$ cat src/rtl/tsc_pkg.sv
// Shared types for the timestamp unit.
// Assumes a 2-bit privilege level in which 0 is the most privileged.
package tsc_pkg;
    localparam int PRIV_W = 2;

    typedef enum logic {
        ENV_LEGACY = 1'b0,
        ENV_EXT    = 1'b1
    } env_e;

    typedef struct packed {
        logic [PRIV_W-1:0] priv;
        logic              tsd;
        logic              si;
        env_e              env;
    } rd_ctl_t;
endpackage

$ cat src/rtl/tsc_counter.sv
// Free-running cycle counter. It clears on synchronous active-low reset and
// wraps silently at all ones. Assumes nothing ever writes it.
module tsc_counter #(
    parameter int CNT_W = 64
) (
    input  logic             clk,
    input  logic             rst_n,
    output logic [CNT_W-1:0] count
);
    logic [CNT_W-1:0] cnt_q;

    // Advance by one each cycle, or clear when in reset.
    always_ff @(posedge clk) begin
        if (!rst_n) cnt_q <= '0;
        else        cnt_q <= cnt_q + 1'b1;
    end

    assign count = cnt_q;

    a_r1_reset_clear: assert property (@(posedge clk)
        !rst_n |=> (cnt_q == '0));

    a_r2_step_one: assert property (@(posedge clk) disable iff (!rst_n)
        1'b1 |=> (cnt_q == $past(cnt_q) + 1'b1));
endmodule

$ cat src/rtl/tsc_gate.sv
// Combinational access check for a timestamp read. Assumes the control
// fields are already valid in the request cycle.
module tsc_gate
    import tsc_pkg::*;
(
    input  rd_ctl_t ctl,
    output logic    grant
);
    logic secured;

    // Form the secured condition for the selected environment, then apply the privilege rule.
    always_comb begin
        if (ctl.env == ENV_EXT) secured = ctl.tsd | ctl.si;
        else                    secured = ctl.tsd;
        grant = !secured || (ctl.priv == '0);
    end
endmodule

$ cat src/rtl/tsc_resp.sv
// Registered response stage for one read port. The response carries the count
// sampled in the request cycle. With GATED=1 it applies the grant and reports
// a fault on refusal; with GATED=0 it always returns data.
module tsc_resp #(
    parameter int CNT_W  = 64,
    parameter int ERR_W  = 16,
    parameter bit GATED  = 1'b1
) (
    input  logic             clk,
    input  logic             rst_n,
    input  logic             req,
    input  logic             grant,
    input  logic [CNT_W-1:0] count,
    output logic             valid,
    output logic             fault,
    output logic [ERR_W-1:0] err_code,
    output logic [CNT_W-1:0] data
);
    logic ok;

    generate
        if (GATED) begin : g_gated
            assign ok = grant;
        end else begin : g_open
            assign ok = 1'b1;
        end
    endgenerate

    // Capture a response for each request; refused reads return a fault and no data.
    always_ff @(posedge clk) begin
        if (!rst_n) begin
            valid <= 1'b0;
            fault <= 1'b0;
            data  <= '0;
        end else begin
            valid <= req;
            fault <= req && !ok;
            data  <= (req && ok) ? count : '0;
        end
    end

    assign err_code = '0;

    a_r7_resp_follows_req: assert property (@(posedge clk) disable iff (!rst_n)
        req |=> valid);

    a_r7_no_spurious: assert property (@(posedge clk) disable iff (!rst_n)
        !req |=> !valid);

    a_r6_fault_zero_data: assert property (@(posedge clk) disable iff (!rst_n)
        fault |-> (valid && data == '0 && err_code == '0));
endmodule

$ cat src/rtl/tsc_timestamp_unit.sv
// Top level of the timestamp unit: one counter, a privilege-gated read port
// and an ungated register-style read port. Assumes requests are one-cycle pulses.
module tsc_timestamp_unit
    import tsc_pkg::*;
#(
    parameter int CNT_W = 64,
    parameter int ERR_W = 16,
    localparam int HALF_W = CNT_W / 2
) (
    input  logic              clk,
    input  logic              rst_n,
    input  logic              rd_req,
    input  logic [PRIV_W-1:0] rd_priv,
    input  logic              rd_tsd,
    input  logic              rd_si,
    input  logic              rd_ext_mode,
    output logic              rd_valid,
    output logic              rd_fault,
    output logic [ERR_W-1:0]  rd_err_code,
    output logic [HALF_W-1:0] rd_hi,
    output logic [HALF_W-1:0] rd_lo,
    input  logic              msr_req,
    output logic              msr_valid,
    output logic [CNT_W-1:0]  msr_data
);
    logic [CNT_W-1:0] count;
    logic             grant;
    rd_ctl_t          ctl;
    logic [CNT_W-1:0] rd_word;
    logic             msr_fault_unused;
    logic [ERR_W-1:0] msr_err_unused;

    // Bundle the request controls for the gate.
    always_comb begin
        ctl.priv = rd_priv;
        ctl.tsd  = rd_tsd;
        ctl.si   = rd_si;
        ctl.env  = env_e'(rd_ext_mode);
    end

    tsc_counter #(.CNT_W(CNT_W)) u_cnt (
        .clk   (clk),
        .rst_n (rst_n),
        .count (count)
    );

    tsc_gate u_gate (
        .ctl   (ctl),
        .grant (grant)
    );

    tsc_resp #(.CNT_W(CNT_W), .ERR_W(ERR_W), .GATED(1'b1)) u_rd (
        .clk      (clk),
        .rst_n    (rst_n),
        .req      (rd_req),
        .grant    (grant),
        .count    (count),
        .valid    (rd_valid),
        .fault    (rd_fault),
        .err_code (rd_err_code),
        .data     (rd_word)
    );

    tsc_resp #(.CNT_W(CNT_W), .ERR_W(ERR_W), .GATED(1'b0)) u_msr (
        .clk      (clk),
        .rst_n    (rst_n),
        .req      (msr_req),
        .grant    (1'b1),
        .count    (count),
        .valid    (msr_valid),
        .fault    (msr_fault_unused),
        .err_code (msr_err_unused),
        .data     (msr_data)
    );

    assign rd_hi = rd_word[CNT_W-1:HALF_W];
    assign rd_lo = rd_word[HALF_W-1:0];

    a_r4_legacy_deny: assert property (@(posedge clk) disable iff (!rst_n)
        (rd_req && !rd_ext_mode && rd_tsd && rd_priv != '0) |=> (rd_valid && rd_fault));

    a_r9_legacy_si_ignored: assert property (@(posedge clk) disable iff (!rst_n)
        (rd_req && !rd_ext_mode && !rd_tsd) |=> (rd_valid && !rd_fault));

    a_r5_ext_deny: assert property (@(posedge clk) disable iff (!rst_n)
        (rd_req && rd_ext_mode && (rd_tsd || rd_si) && rd_priv != '0) |=> (rd_valid && rd_fault));

    a_r3_grant_data: assert property (@(posedge clk) disable iff (!rst_n)
        (rd_req && rd_priv == '0) |=> (!rd_fault && {rd_hi, rd_lo} == $past(count)));

    a_r8_msr_data: assert property (@(posedge clk) disable iff (!rst_n)
        msr_req |=> (msr_valid && msr_data == $past(count)));
endmodule

$ cat config.mk
export PLATFORM = sky130hd
export DESIGN_NAME = tsc_timestamp_unit
export DESIGN_NICKNAME = d
export VERILOG_FILES = /design/src/rtl/tsc_pkg.sv /design/src/rtl/tsc_counter.sv /design/src/rtl/tsc_gate.sv /design/src/rtl/tsc_resp.sv /design/src/rtl/tsc_timestamp_unit.sv
export SDC_FILE = /design/constraint.sdc
export NUM_CORES = 1
export LEC_CHECK = 0
export BUFFER_PORTS_ARGS = -buffer_cell sky130_fd_sc_hd__buf_2
export CORE_ASPECT_RATIO = 0.5
export CORE_UTILIZATION = 30
export DETAILED_ROUTE_END_ITERATION = 8
export GPL_TIMING_DRIVEN = 0
export MAX_ROUTING_LAYER = met4
export PLACE_DENSITY = 0.48
export SLEW_MARGIN = 20
export SYNTH_ARGS = -nofsm -noshare
export SYNTH_HDL_FRONTEND = slang
export SYNTH_SLANG_ARGS = --single-unit
$ cat constraint.sdc
create_clock -name clk -period 2 [get_ports clk]
set_input_delay 0.4 -clock clk [delete_from_list [all_inputs] [get_ports clk]]
set_output_delay 0.4 -clock clk [all_outputs]
set_load 0.005 [all_outputs]
==> qor.yml, run 1 <==
cells_and_area:
  area_delta_synth_final_pct: 37.72
  final_area_sq_um: 9169
  drive_gt1_share_pct: 37.44
  nFillCells: 2195
  fin_nets: 890
  diodes: 0
floorplan:
  fp.dieArea_sq_um: 22830
  pin_count: 156
  die_x_um: 212.7
  fp.coreArea_sq_um: 21730
  dieHeight_um: 107.3
  initial_core_util_pct: 30.64
  num_rows: 38
timing:
  fin_crit_ns: 2.036
  rsz0062_at_grt: "yes"
  relSlewSlack_pct: 51.32
  fmax_mhz: 491.1
  fin_crit_sh_pct: 101.8
  hold_violations: 0
  finalSetupViolations: 6
  setup_slack_ns: -0.03645
  whs_ns: 0.2842
  worst_pin_slew_ns: 0.7303
  slew_viol_final: 0
  fin_worst_skew_ns: 0.008018
synthesis:
  yosys.area_share.adder_pct: 0.1879
  syn-mean-instance-area_sq_um: 10.16
  synth_mux_area_share_pct: 0
  syn_area_sq_um: 6658
  synth_cell_types: 35
  synth_top_family_by_area: "simple AND/OR/NAND/NOR gates"
  yosys.area_share.simple_pct: 27.08
  synth_xor_xnor_area_share_pct: 3.552
  yosysWarnings: 0
  synth_cells: 655
  synth-seq-cells: 195
  yosysSeqAreaShare_pct: 58.64
  synth-compound-area-share_pct: 5.939
clock_tree:
  clk_latency_ns: 0.44
  hold_buffers: 0
  tritoncts: "done"
  cts_max_level: 4
  cts_made_buffers: 17
  clockBufferDepth: 2
  cts_sinks: 195
  clockRootBuffer: "clkbuf_16"
  clk_pin_slew_ns: 0.07
grt:
  grt_pass1_vias: 5060
  grt_overflow_total: 0
  grt_util_all_layers_pct: 16.42
  grt_max_degree: 19
  grt_pass1_wl_um: 27560
  antenna_found_initial: 0
setup_path:
  worst-path-max-fanout: 10
  crit_start: "u_cnt.count[35]"
  critPathMaxStageDelay_ns: 0.45
  path_class: "reg -> reg"
  reg2reg_depth: 7
  crit_slowest_cell: "dfxtp_1"
  cp_data_required_time_ns: 2.37
  arrival_ns: 2.40
  crit_path_cell_trace: "nand4_1 > nor4_4 > buf_4 > nand3_2 > buf_2 > or4_4 > a21oi_2"
  start_kind: "flip-flop"
  crit_path_end_kind: "flip-flop"
  r2r-start: "u_cnt.count[35]"
hold_path:
  worstHoldPathType: "in -> reg"
  min_path_cells: 3
  min-delay-start: "rd_priv[0]"
placement:
  placed_cell_area_sq_um: 7780
  dp_hpwl_um: 12100
  gp_congestion: 0.7801
  io_buffers: 138
route:
  via_per_inst: 4.573
  wl_per_cell_um: 15.40
  detail_route.first_pass.iterations: 8
  num_vias: 5451
  routed_wl_um: 18360
  drc: 1
  antenna_left: 0
  drt_iter0_markers: 229
outcome:
  outcome: "complete, but fails checks"
  violations: "design-rule violations, negative setup slack"
power:
  vdd_drop_max_mv: 0.5206
  powerDensity_nw_per_um2: 812.4
  power_leakage_nw: 4.098
flow_run:
  maxCapViolCount: 0
-- power by group --
| group | internal [mW] | switching, mW | total (mW) |
|---|---|---|---|
| registers | 3.87 | 0.00723 | 3.88 |
| logic | 0.0506 | 0.125 | 0.176 |
| clock network | 1.79 | 1.60 | 3.39 |
| total | 5.72 | 1.73 | 7.45 |
-- area by class of cell --
type	instances	area (sq um)	area share, %
Sequential cell	195	3975	43.35
Multi-Input combinational cell	413	2769	30.20
Timing Repair Buffer	191	1130	12.32
Clock buffer	18	439.2	4.790
Tap cell	300	375.4	4.094
Buffer	52	302.8	3.302
Clock inverter	13	140.1	1.528
Inverter	10	37.54	0.4094
-- cell usage in the layout (no fill, tap or decap), drive strengths merged, types with 4 or more instances in the layout --
master and n:
buf 216, dfxtp 195, and3 66, and2 61
nor2 46, clkbuf 45, a21oi 31, nand2 29
nand4 26, nand3 23, xor2 20, or4 20
o31ai 20, conb 16, inv 16, o21ai 12
or3 11, nor3 9, xnor2 7, nor4 7
clkinv 4
-- cells in the mapped netlist --
cell	n	share of area, %
a21oi_1	31	2.3
and2_1	61	5.7
and3_1	66	6.2
and4_1	2	0.26
buf_1	1	0.056
buf_2	2	0.15
buf_4	16	1.8
buf_6	1	0.17
clkbuf_1	32	1.8
clkinv_1	1	0.056
conb_1	1	0.056
dfxtp_1	195	59
ha_1	1	0.19
inv_1	9	0.51
nand2_1	29	1.6
nand2b_1	2	0.19
nand3_1	20	1.5
nand3_4	3	0.79
nand4_1	24	2.3
nand4_2	1	0.19
nand4_4	1	0.32
nor2_1	45	2.5
nor2_2	1	0.094
nor3_1	8	0.60
nor3_2	1	0.15
nor4_1	4	0.38
nor4_4	3	0.96
o211ai_1	2	0.23
o21ai_0	12	0.90
o21bai_1	2	0.23
o31ai_1	20	2.3
or3_1	11	1.0
or4_1	20	2.3
xnor2_1	7	0.92
xor2_1	20	2.6
-- kinds of logic after synthesis --
kind of cell             Yosys count
AND/OR/NAND/NOR                  302
flip-flops                       195
AO/OA/AOI/OAI                     67
buffers and inverters             62
XOR/XNOR                          27
adder cells (fa/ha/maj)            1
other                              1
-- path summary, 6_finish.rpt --
kind                           to  slack (ns)
hold / removal         u_rd.fault        0.28
setup / recovery  u_cnt.count[61]       -0.04
hold reg to reg    u_cnt.count[0]        0.46
setup reg to reg  u_cnt.count[61]       -0.04
-- repair_timing --
item                                    in CTS  in global routing
resized for setup                           55                 81
pin swaps                                   24                 39
endpoints found under the setup margin      36                 31
cloned                                       1                  0
setup buffers                               35                 17
-- flip-flops by register name (all words and copies together), names as in the netlist --
register and count:
u_cnt.count 64, u_rd.valid 1, u_msr.data 64, u_msr.valid 1, u_rd.fault 1, u_rd.data 64
-- metrics by stage --
step,utilization [%],power (mW),setup WS (ns),setup TNS (ns),std cells
after floorplan,-,4.089,0.009647,0,670
after global placement,35.81,4.160,-0.6911,-20.28,1108
after detailed placement,35.81,4.162,-0.7353,-22.01,1108
after CTS,40.31,7.558,0.0001503,0,1175
after global routing,42.20,7.723,-0.1230,-1.089,1192
final,42.20,7.448,-0.03645,-0.1165,1192
-- routing by layer --
| layer | part of all wire, % | global-route usage (%) | up-vias |
|---|---|---|---|
| met5 | 0 | - | - |
| met4 | 0.98 | 5.447 | 0 |
| met3 | 3.1 | 3.588 | 15 |
| met2 | 47 | 25.12 | 92 |
| met1 | 49 | 21.52 | 2660 |
| li1 | - | - | 2684 |
-- critical path: cells and delay by family, from the launching register on --
| kind | cells | cell delay [ns] |
|---|---|---|
| flip-flops | 1 | 0.45 |
| buffers and inverters | 2 | 0.43 |
| AND/OR/NAND/NOR | 4 | 0.94 |
| AO/OA/AOI/OAI | 1 | 0.14 |
(Power assumes the default switching activity.)
==> inputs of run 2 (changes only) <==
--- a/config.mk
+++ b/config.mk
@@ -11,7 +11,6 @@
 export DETAILED_ROUTE_END_ITERATION = 8
 export GPL_TIMING_DRIVEN = 0
 export MAX_ROUTING_LAYER = met4
-export PLACE_DENSITY = 0.48
 export SLEW_MARGIN = 20
 export SYNTH_ARGS = -nofsm -noshare
 export SYNTH_HDL_FRONTEND = slang
==> run 2 against run 1 <==
Compared with the run above:
- clock power rose by 4%
- global-route usage fell by 0.79 points
- core utilization fell by 0.54 points
- the run ends with negative setup slack left
- maximum frequency rose by 1.5%
- sequential share of layout area rose by 0.67 points
- count of clock-buffer cells in the layout fell by 1
- largest power group unchanged
- critical endpoint is now u_cnt.count[51]
==> qor.yml, run 2 (same netlist as run 1, synthesis figures left out) <==
grt:
  grt_pass1_wl_um: 26500
  grt_overflow_total: 0
  grt_max_degree: 22
  grt_util_all_layers_pct: 15.63
  antenna_found_initial: 0
  grt_pass1_vias: 5053
cells_and_area:
  fin_nets: 881
  final_area_sq_um: 9052
  layout_common_cells: "162 x dfxtp_1, 138 x buf_2, 66 x and3_1"
  area_delta_synth_final_pct: 35.97
  final_common_cell: "dfxtp_1"
  diodes: 0
  fin_cells: 1184
  drive_gt1_share_pct: 35.41
  nFillCells: 2139
floorplan:
  fp.coreArea_sq_um: 21730
  dieHeight_um: 107.3
  num_rows: 38
  initial_core_util_pct: 30.64
  die_x_um: 212.7
  fp.dieArea_sq_um: 22830
  pin_count: 156
placement:
  dp_hpwl_um: 11750
  placed_cell_area_sq_um: 7780
  io_buffers: 138
  place_inst: 1108
  gp_congestion: 0.8119
clock_tree:
  cts_made_buffers: 17
  clockRootBuffer: "clkbuf_16"
  cts_sinks: 195
  clockBufferDepth: 2
  hold_buffers: 0
  tritoncts: "done"
  clk_pin_slew_ns: 0.08
  cts_max_level: 4
  clk_latency_ns: 0.44
timing:
  hold_violations: 0
  slew_viol_final: 0
  fin_worst_skew_ns: 0.01308
  worst_pin_slew_ns: 0.7081
  rsz0062_at_grt: "yes"
  fmax_mhz: 498.5
  relSlewSlack_pct: 52.80
  setup_slack_ns: -0.005820
  fin_crit_ns: 2.006
  fin_crit_sh_pct: 100.3
  finalSetupViolations: 2
route:
  wl_per_cell_um: 14.60
  detail_route.first_pass.iterations: 4
  antenna_left: 0
  via_per_inst: 4.545
  drc: 0
  drt_iter0_markers: 236
  routed_wl_um: 17280
  num_vias: 5381
setup_path:
  worst-path-max-fanout: 4
  cp_data_required_time_ns: 2.36
  crit_path_end_kind: "flip-flop"
  path_class: "reg -> reg"
  arrival_ns: 2.37
  start_kind: "flip-flop"
power:
  powerDensity_nw_per_um2: 836.4
  vdd_drop_max_mv: 0.4653
  power_leakage_nw: 4.059
hold_path:
  worstHoldPathType: "in -> reg"
outcome:
  outcome: "complete, but fails checks"
  violations: "negative setup slack"
flow_run:
  maxCapViolCount: 0
run 2: cell types whose count changed in the layout (fill, tap and decap cells not counted), moves of 3 or more:
cell,delta
a21oi_1,+6
a21oi_2,-6
buf_4,+3
buf_6,-10
clkinv_4,-3
clkinv_8,+7
dfxtp_4,+3
o31ai_1,+5
o31ai_4,-3
or4_1,+3
or4_4,-3
run 2: path summary, 6_finish.rpt:
path	slack, ns	cells after the start	end	from
min reg2reg	0.47	1	u_cnt.count[0]	u_cnt.count[0]
max	-0.006	7	u_cnt.count[51]	u_cnt.count[17]
min	0.29	3	u_rd.fault	rd_tsd
max reg2reg	-0.006	7	u_cnt.count[51]	u_cnt.count[17]
run 2: area by class of cell:
class	count	area [sq um]	share of cell area (%)
Timing Repair Buffer	183	1036	11.44
Buffer	51	297.8	3.290
Sequential cell	195	3985	44.02
Inverter	10	37.54	0.4147
Clock buffer	17	425.4	4.699
Multi-Input combinational cell	413	2686	29.68
Tap cell	300	375.4	4.147
Clock inverter	15	209.0	2.308
run 2: what timing repair did:
item                                    in CTS  in global routing
resized for setup                           52                 63
cloned                                       0                  0
pin swaps                                   20                 26
buffers inserted                            27                 18
endpoints found under the setup margin      35                 35
run 2: metrics by stage:
step	hold slack [ns]	worst slack, ns	total power [mW]	TNS, ns	utilization [%]
after floorplan	0.4441	0.009647	4.089	0	-
after global placement	0.4871	-0.6161	4.155	-20.14	35.81
after detailed placement	0.4980	-0.7042	4.156	-21.33	35.81
after CTS	0.2784	-0.008564	7.682	-0.01225	40.27
after global routing	0.2970	-0.06499	7.882	-0.2919	41.66
final	0.2856	-0.005820	7.572	-0.007936	41.66
run 2: metal layers:
| layer | vias to the layer above | wire (um) | share of wire, % | global-route usage (%) |
|---|---|---|---|---|
| li1 | 2680 | - | - | - |
| met1 | 2588 | 7936 | 46 | 19.59 |
| met2 | 102 | 8495 | 49 | 25.19 |
| met3 | 11 | 700 | 4.1 | 3.471 |
| met4 | 0 | 150 | 0.87 | 4.830 |
| met5 | - | 0 | 0 | - |
run 2: power by group:
group | internal (mW) | switching, mW
clock network | 1.82 | 1.70
logic | 0.0521 | 0.118
registers | 3.87 | 0.00891
run 2: worst max-delay path, stage by stage, from the launching register on:
cell,delay (ns)
dfxtp_4,0.37
nand4_4,0.13
nor4_4,0.34
nand4_1,0.13
buf_4,0.18
buf_4,0.15
or4_1,0.50
a21oi_1,0.14
